## src/rtl/gpio_irq_pkg.sv

```systemverilog
package gpio_irq_pkg;
  localparam int PORT_W = 8;
  localparam int ADDR_W = 3;
  localparam int NPORT  = 2;

  localparam logic [ADDR_W-1:0] A_VAL0 = 3'd0;
  localparam logic [ADDR_W-1:0] A_VAL1 = 3'd2;
  localparam logic [ADDR_W-1:0] A_DIR0 = 3'd4;
  localparam logic [ADDR_W-1:0] A_DIR1 = 3'd6;
  localparam logic [ADDR_W-1:0] A_STAT = 3'd7;

  typedef struct packed {
    logic val_we;
    logic dir_we;
  } port_wr_t;
endpackage

```

## src/rtl/gpio_sync.sv

```systemverilog
module gpio_sync #(
  parameter int W = 8
) (
  input  logic         clk,
  input  logic         rst_n,
  input  logic [W-1:0] d,
  output logic [W-1:0] q
);
  logic [W-1:0] s1_q, s2_q;
  logic [W-1:0] s1_d, s2_d;

  always_comb begin
    s1_d = d;
    s2_d = s1_q;
  end

  // idle-high reset value so reset release never looks like an edge
  always_ff @(posedge clk or negedge rst_n) begin
    if (!rst_n) begin
      s1_q <= '1;
      s2_q <= '1;
    end else begin
      s1_q <= s1_d;
      s2_q <= s2_d;
    end
  end

  assign q = s2_q;
endmodule

```

## src/rtl/gpio_port.sv

```systemverilog
module gpio_port
  import gpio_irq_pkg::*;
#(
  parameter int W = PORT_W
) (
  input  logic         clk,
  input  logic         rst_n,
  input  port_wr_t     wr,
  input  logic [W-1:0] wdata,
  input  logic [W-1:0] pin_in,
  output logic [W-1:0] pin_out,
  output logic [W-1:0] pin_oe,
  output logic [W-1:0] rd_val,
  output logic [W-1:0] dir,
  output logic         fall
);
  logic [W-1:0] dir_q, dir_d;
  logic [W-1:0] val_q, val_d;
  logic [W-1:0] pin_s;
  logic         comb_and;
  logic         prev_q, prev_d;

  gpio_sync #(.W(W)) i_sync (
    .clk  (clk),
    .rst_n(rst_n),
    .d    (pin_in),
    .q    (pin_s)
  );

  always_comb begin
    dir_d  = wr.dir_we ? wdata : dir_q;
    val_d  = wr.val_we ? wdata : val_q;
    comb_and = &(pin_s | dir_q);
    prev_d = comb_and;
  end

  always_ff @(posedge clk or negedge rst_n) begin
    if (!rst_n) begin
      dir_q  <= '0;
      prev_q <= 1'b1;
    end else begin
      dir_q  <= dir_d;
      prev_q <= prev_d;
    end
  end

  // stored value is deliberately not reset
  always_ff @(posedge clk) begin
    val_q <= val_d;
  end

  assign fall    = prev_q & ~comb_and;
  assign pin_out = val_q;
  assign pin_oe  = dir_q;
  assign dir     = dir_q;
  assign rd_val  = (val_q & dir_q) | (pin_s & ~dir_q);
endmodule

```

## src/rtl/gpio_irq_latch.sv

```systemverilog
module gpio_irq_latch #(
  parameter int N = 2
) (
  input  logic         clk,
  input  logic         rst_n,
  input  logic [N-1:0] set,
  input  logic [N-1:0] clr,
  output logic [N-1:0] flag
);
  logic [N-1:0] flag_q, flag_d;

  always_comb begin
    for (int i = 0; i < N; i++) begin
      flag_d[i] = (flag_q[i] & ~clr[i]) | set[i];
    end
  end

  always_ff @(posedge clk or negedge rst_n) begin
    if (!rst_n) flag_q <= '0;
    else        flag_q <= flag_d;
  end

  assign flag = flag_q;
endmodule

```

## src/rtl/gpio_irq_top.sv

```systemverilog
module gpio_irq_top
  import gpio_irq_pkg::*;
#(
  parameter int W  = PORT_W,
  parameter int AW = ADDR_W
) (
  input  logic          clk,
  input  logic          rst_n,
  input  logic          bus_sel,
  input  logic          bus_wr,
  input  logic [AW-1:0] bus_addr,
  input  logic [W-1:0]  bus_wdata,
  output logic [W-1:0]  bus_rdata,
  input  logic [W-1:0]  pin_in_0,
  output logic [W-1:0]  pin_out_0,
  output logic [W-1:0]  pin_oe_0,
  input  logic [W-1:0]  pin_in_1,
  output logic [W-1:0]  pin_out_1,
  output logic [W-1:0]  pin_oe_1,
  output logic          irq
);
  localparam logic [AW-1:0] VAL_ADDR [NPORT] = '{A_VAL0, A_VAL1};
  localparam logic [AW-1:0] DIR_ADDR [NPORT] = '{A_DIR0, A_DIR1};

  logic                 wr_en;
  logic [NPORT-1:0]     fall;
  logic [NPORT-1:0]     clr;
  logic [NPORT-1:0]     flag;
  logic [W-1:0]         pin_in  [NPORT];
  logic [W-1:0]         pin_out [NPORT];
  logic [W-1:0]         pin_oe  [NPORT];
  logic [W-1:0]         rd_val  [NPORT];
  logic [W-1:0]         dir     [NPORT];
  port_wr_t             pwr     [NPORT];

  assign wr_en     = bus_sel & bus_wr;
  assign pin_in[0] = pin_in_0;
  assign pin_in[1] = pin_in_1;

  generate
    for (genvar p = 0; p < NPORT; p++) begin : g_port
      always_comb begin
        pwr[p].val_we = wr_en && (bus_addr == VAL_ADDR[p]);
        pwr[p].dir_we = wr_en && (bus_addr == DIR_ADDR[p]);
      end

      gpio_port #(.W(W)) i_port (
        .clk    (clk),
        .rst_n  (rst_n),
        .wr     (pwr[p]),
        .wdata  (bus_wdata),
        .pin_in (pin_in[p]),
        .pin_out(pin_out[p]),
        .pin_oe (pin_oe[p]),
        .rd_val (rd_val[p]),
        .dir    (dir[p]),
        .fall   (fall[p])
      );
    end
  endgenerate

  assign clr = (wr_en && (bus_addr == A_STAT)) ? bus_wdata[NPORT-1:0] : '0;

  gpio_irq_latch #(.N(NPORT)) i_latch (
    .clk  (clk),
    .rst_n(rst_n),
    .set  (fall),
    .clr  (clr),
    .flag (flag)
  );

  always_comb begin
    bus_rdata = '0;
    if (bus_sel && !bus_wr) begin
      case (bus_addr)
        A_VAL0:  bus_rdata = rd_val[0];
        A_VAL1:  bus_rdata = rd_val[1];
        A_DIR0:  bus_rdata = dir[0];
        A_DIR1:  bus_rdata = dir[1];
        A_STAT:  bus_rdata = {{(W-NPORT){1'b0}}, flag};
        default: bus_rdata = '0;
      endcase
    end
  end

  assign pin_out_0 = pin_out[0];
  assign pin_oe_0  = pin_oe[0];
  assign pin_out_1 = pin_out[1];
  assign pin_oe_1  = pin_oe[1];
  assign irq       = |flag;
endmodule

```

## config.mk

```make
export PLATFORM = sky130hd
export DESIGN_NAME = gpio_irq_top
export DESIGN_NICKNAME = d
export VERILOG_FILES = /design/src/rtl/gpio_irq_pkg.sv /design/src/rtl/gpio_sync.sv /design/src/rtl/gpio_port.sv /design/src/rtl/gpio_irq_latch.sv /design/src/rtl/gpio_irq_top.sv
export SDC_FILE = /design/constraint.sdc
export NUM_CORES = 1
export LEC_CHECK = 0
export ABC_AREA = 1
export BUFFER_PORTS_ARGS = -buffer_cell sky130_fd_sc_hd__buf_2
export CAP_MARGIN = 20
export CORE_ASPECT_RATIO = 2
export CORE_MARGIN = 4
export CORE_UTILIZATION = 56
export DETAILED_ROUTE_END_ITERATION = 12
export PLACE_DENSITY = 0.93
export SLEW_MARGIN = 5
export SYNTH_ARGS = -nofsm -noshare
export SYNTH_HDL_FRONTEND = slang
export SYNTH_SLANG_ARGS = --single-unit
```

## constraint.sdc

```tcl
create_clock -name clk -period 3.2 [get_ports clk]
set_input_delay 0.64 -clock clk [delete_from_list [all_inputs] [get_ports clk]]
set_output_delay 0.64 -clock clk [all_outputs]
set_load 0.02 [all_outputs]
```

== After elaboration in Yosys (flattened, before gate mapping) ==
Index checks and enable logic that the tools add are counted.
Storage, ports and cells
  flip-flop bits (word level): 68
  word-level logic and storage cells: 50
Cells by class
  equality and inequality tests: 4
  multiplexer cells: 3
  bitwise gates (word level): 21
  reduce and logical (&&, ||, !) cells: 11
Operators with widths (number)
  case mux 8 bit (5 select lines): 1
  AND 8 bit: 4
  bitwise OR 8 bit: 4
  inverter 8 bit: 2
  AND reduction 8 bit: 2
  == test 3 bit (second input constant): 3
  two-way mux 8 bit: 1
  logical AND 1 bit: 6
  AND 1 bit: 5
  inverter 1 bit: 4
  == test 3 x 2 -> 1 bit (second input constant): 1
  logical NOT 3 bit: 1
  two-way mux 2 bit: 1
  bitwise OR 1 bit: 2
  OR reduction 2 bit: 1
  logical NOT 1 bit: 1

== Longest topological paths before layout ==
  depth in word-level cells: 6
  mapped depth: 7

== Modules after synthesis ==
A second synthesis with hierarchy kept.
Second synthesis, totals
  cell total of the unflattened synthesis: 296
  area total of the unflattened synthesis: 2917.8 um^2
Modules (own cells, without submodules)
  gpio_port: times used 2, cells an instance 83, area each 764.5 um^2, sequential area each 466.7 um^2
  gpio_sync: times used 2, cells an instance 16, area each 420.4 um^2, sequential area each 420.4 um^2
  gpio_irq_top: times used 1, cells an instance 88, area each 467.9 um^2, sequential area each 0.0 um^2
  gpio_irq_latch: times used 1, cells an instance 10, area each 80.1 um^2, sequential area each 50.0 um^2

== Worst setup path before layout ==
No wires, ideal clock.
  path kind: input to output
  start point: input bus_addr[2]
  end point: output bus_rdata[6]
  arrival time: 1.438 ns
  data required time: 2.560 ns
  path slack: 1.122 ns
  stages on the path: 7
  cell sequence: buf_6 -> inv_2 -> nor2_8 -> nand2_1 -> nand2_1 -> nor2_1 -> nor2_1
On the way
  cells in the longest elaborated chain, start to end: 3
  elaborated cells on any way between the ends: 7
  those cells by class: 4 x eq/ne; 2 x mux; 1 x reduce/logical
Ends and longest elaborated chain
  from (decl): line gpio_irq_top.sv:11  | input logic [AW-1:0] bus_addr,
  == test 3 bit (tied with other cells): line gpio_irq_top.sv:75  | case (bus_addr)
  case mux 8 bit (5 select lines) (*): line gpio_irq_top.sv:75
  two-way mux 8 bit (*): line gpio_irq_top.sv:74  | if (bus_sel && !bus_wr) begin
  to (decl): line gpio_irq_top.sv:13  | output logic [W-1:0] bus_rdata,
Every way passes the cells marked *; elsewhere a longest branch is shown, timed or not.

== Worst setup path after layout ==
  start point: input bus_addr[0]
  end point: output bus_rdata[5]
Same word-level chain as after synthesis.

==> reports/qor.csv <==
metric,value,unit
status,"finished, final reports clean",
sequential share of the synthesized area,0.643,
drt drc,0,
PD cells,584,nW/um2
layout cells sized above 1,0.404,
Crit. End Element,primary output,
Final #Nets,392,
Core Footprint,4910,um2
worst reg-to-reg path cell count,5,
unrepaired setup endpoints after global routing,no,
remaining global-route overflow,0,
GP Congestion,0.883,
H-tree depth,3,
CP Class,input port to primary output,
Synth Warn #,0,
Max Clock Skew,10.1,ps
fmax,420,MHz
final setup TNS,0,ps
CTS tree,yes,
R2R setup slack,2000,ps
Synth area leaders,"dfstp_2, edfxtp_1, dfrtp_1, nand2_1, nor2_1",
Syn Inst Count,279,
headroom to the max-slew limit,0.724,
Finish-stage setup viols,0,
ANT cells,0,
"area leader, netlist",dfstp_2,
antenna violations before repair,0,
Die Footprint,6340,um2
fin crit period,2380,ps
max-cap viol count,0,
CTS Buffer Depth,2,
Slew @ Worst Pin,413,ps
startpoint types,input port,
"Max FO, Critical Path",8,
DR WL/cell,14.9,um
postcts setup bufs,0,
Routed Wire Length,6310,um
CTS Root Cell,clkbuf_8,
final hold violations,0,
Boundary Pins,72,
Yosys top cell area share,0.315,
Synth Net Count,310,
Avg Inst Size Synth,10.2,um2
final worst setup slack,818,ps
CTS hold repair buffers,0,
worst hold slack,224,ps
Critical Path RT,2560,ps
final slew viol count,0,
vias,2137,
Antenna Violating Nets Remaining,0,
total track usage,0.217,
largest net degree at the start of global routing,35,
Mapped Area,2840,um2
dpl ws,847,ps
total CTS buffers,9,
DP Wirelength,4660,um
clock sinks,68,
vias in the first global route,2163,
VDD IR-drop max,0.468,mV
detailed-route vias per instance,5.05,
I/O Buffers,71,
Initial Utilization,0.578,
post_cts resized,0,
Hold Crit Class,input port to asynchronous set/reset pin,
post-route core utilization,0.692,
TritonRoute pass-1 iters,4,
starting DRC count in detailed routing,84,
Area Overhead vs Synth,19.8,%
Lkg Pwr,1.69,nW
number of placement rows,36,
Tcrit/Tclk final,0.744,
clock-pin slew on the worst setup and hold paths,70,ps
"flops & latches, synth",68,
worst path arrival time,1740,ps
Yosys cell types,21,
die width,58.3,um
first-pass GRT wire length,10100,um
"Clk Latency, worst-skew pair",340,ps
Die H,109,um
[state kept, by name (all words and copies together) (netlist names)]
| register | cells |
|---|---|
| g_port.i_port.dir | 16 |
| g_port.i_port.i_sync.q | 16 |
| g_port.i_port.i_sync.s1_q | 16 |
| g_port.i_port.pin_out | 16 |
| g_port.i_port.prev_q | 2 |
| i_latch.flag | 2 |
[layout by cell type (no fill, tap or decap), types with 4 or more instances in the layout]
cell,netlist,routed
clkbuf_1,0,4
dfrtp_1,18,18
nand3_1,4,4
o21ai_2,15,15
inv_1,27,27
nor2_1,60,60
clkbuf_8,0,9
a21oi_1,6,6
buf_2,0,71
nand2_1,76,76
dfstp_2,34,34
o21ai_0,4,4
edfxtp_1,16,16
[logic make-up after synthesis]
family	count (synthesis)	synth area share
compound gates	26	0.0657
flops	68	0.643
simple gates	153	0.238
buf+inv	32	0.0534
[final timing paths]
path | startpoint | endpoint
min in group clk | g_port[1].i_port.i_sync.s1_q[2] | g_port[1].i_port.i_sync.q[2]
hold reg to reg | g_port[1].i_port.i_sync.s1_q[2] | g_port[1].i_port.i_sync.q[2]
setup / recovery | bus_addr[0] | bus_rdata[5]
setup reg to reg | g_port[1].i_port.i_sync.q[5] | i_latch.flag[1]
max in group asynchronous | rst_n | g_port[1].i_port.i_sync.s1_q[2]
hold / removal | rst_n | g_port[1].i_port.dir[1]
[Yosys cell counts]
library cell and instances:
edfxtp_1 16, dfstp_2 34, o21ai_2 15, nand2_8 1
o21ai_0 4, nor2_4 2, nand2_4 3, buf_12 1
or2_2 1, a21oi_1 6, buf_6 2, nor2_8 2
inv_2 2, o21ai_1 1, nand2_2 2, nand3_1 4
dfrtp_1 18, inv_1 27, nor2_1 60, nand2_1 76
nor3_1 2
[through the flow]
step	cell area [um2]	instances	power (mW)
after CTS	3400	423	2.00
final	3400	423	1.99
after floorplan	2840	279	1.29
after global placement	3240	407	1.42
after detailed placement	3240	407	1.43
after global routing	3400	423	2.09
[worst max-delay path: stages]
cell and delay (ps):
buf_2 140, inv_2 90, nand2_1 110, nor2_4 200, nand2_1 90, nand2_1 60
nor2_1 40, nor2_1 150, buf_2 210
[report_power, final]
group	total (mW)	internal (mW)	switching, mW	leakage (nW)
sequential	1.06	0.982	0.0754	0.727
combinational	0.361	0.127	0.234	0.884
clock	0.567	0.278	0.289	0.0812
[layer usage]
metal  GRT usage  vias up  share of wire
li1            -     1029              -
met1       0.229     1014           0.35
met2       0.380       77           0.55
met3      0.0557       17          0.067
met4       0.123        0          0.035
met5           0        -              0
[cell type report]
type | count | area (um2)
fillers | 376 | 1510
inverters | 29 | 109
well taps | 57 | 71.3
clock inverters | 3 | 15.0
repair buffers | 74 | 378
clock buffers | 13 | 139
multi-input cells | 179 | 862
flip-flops and latches | 68 | 1820
(Power assumes the default switching activity.)
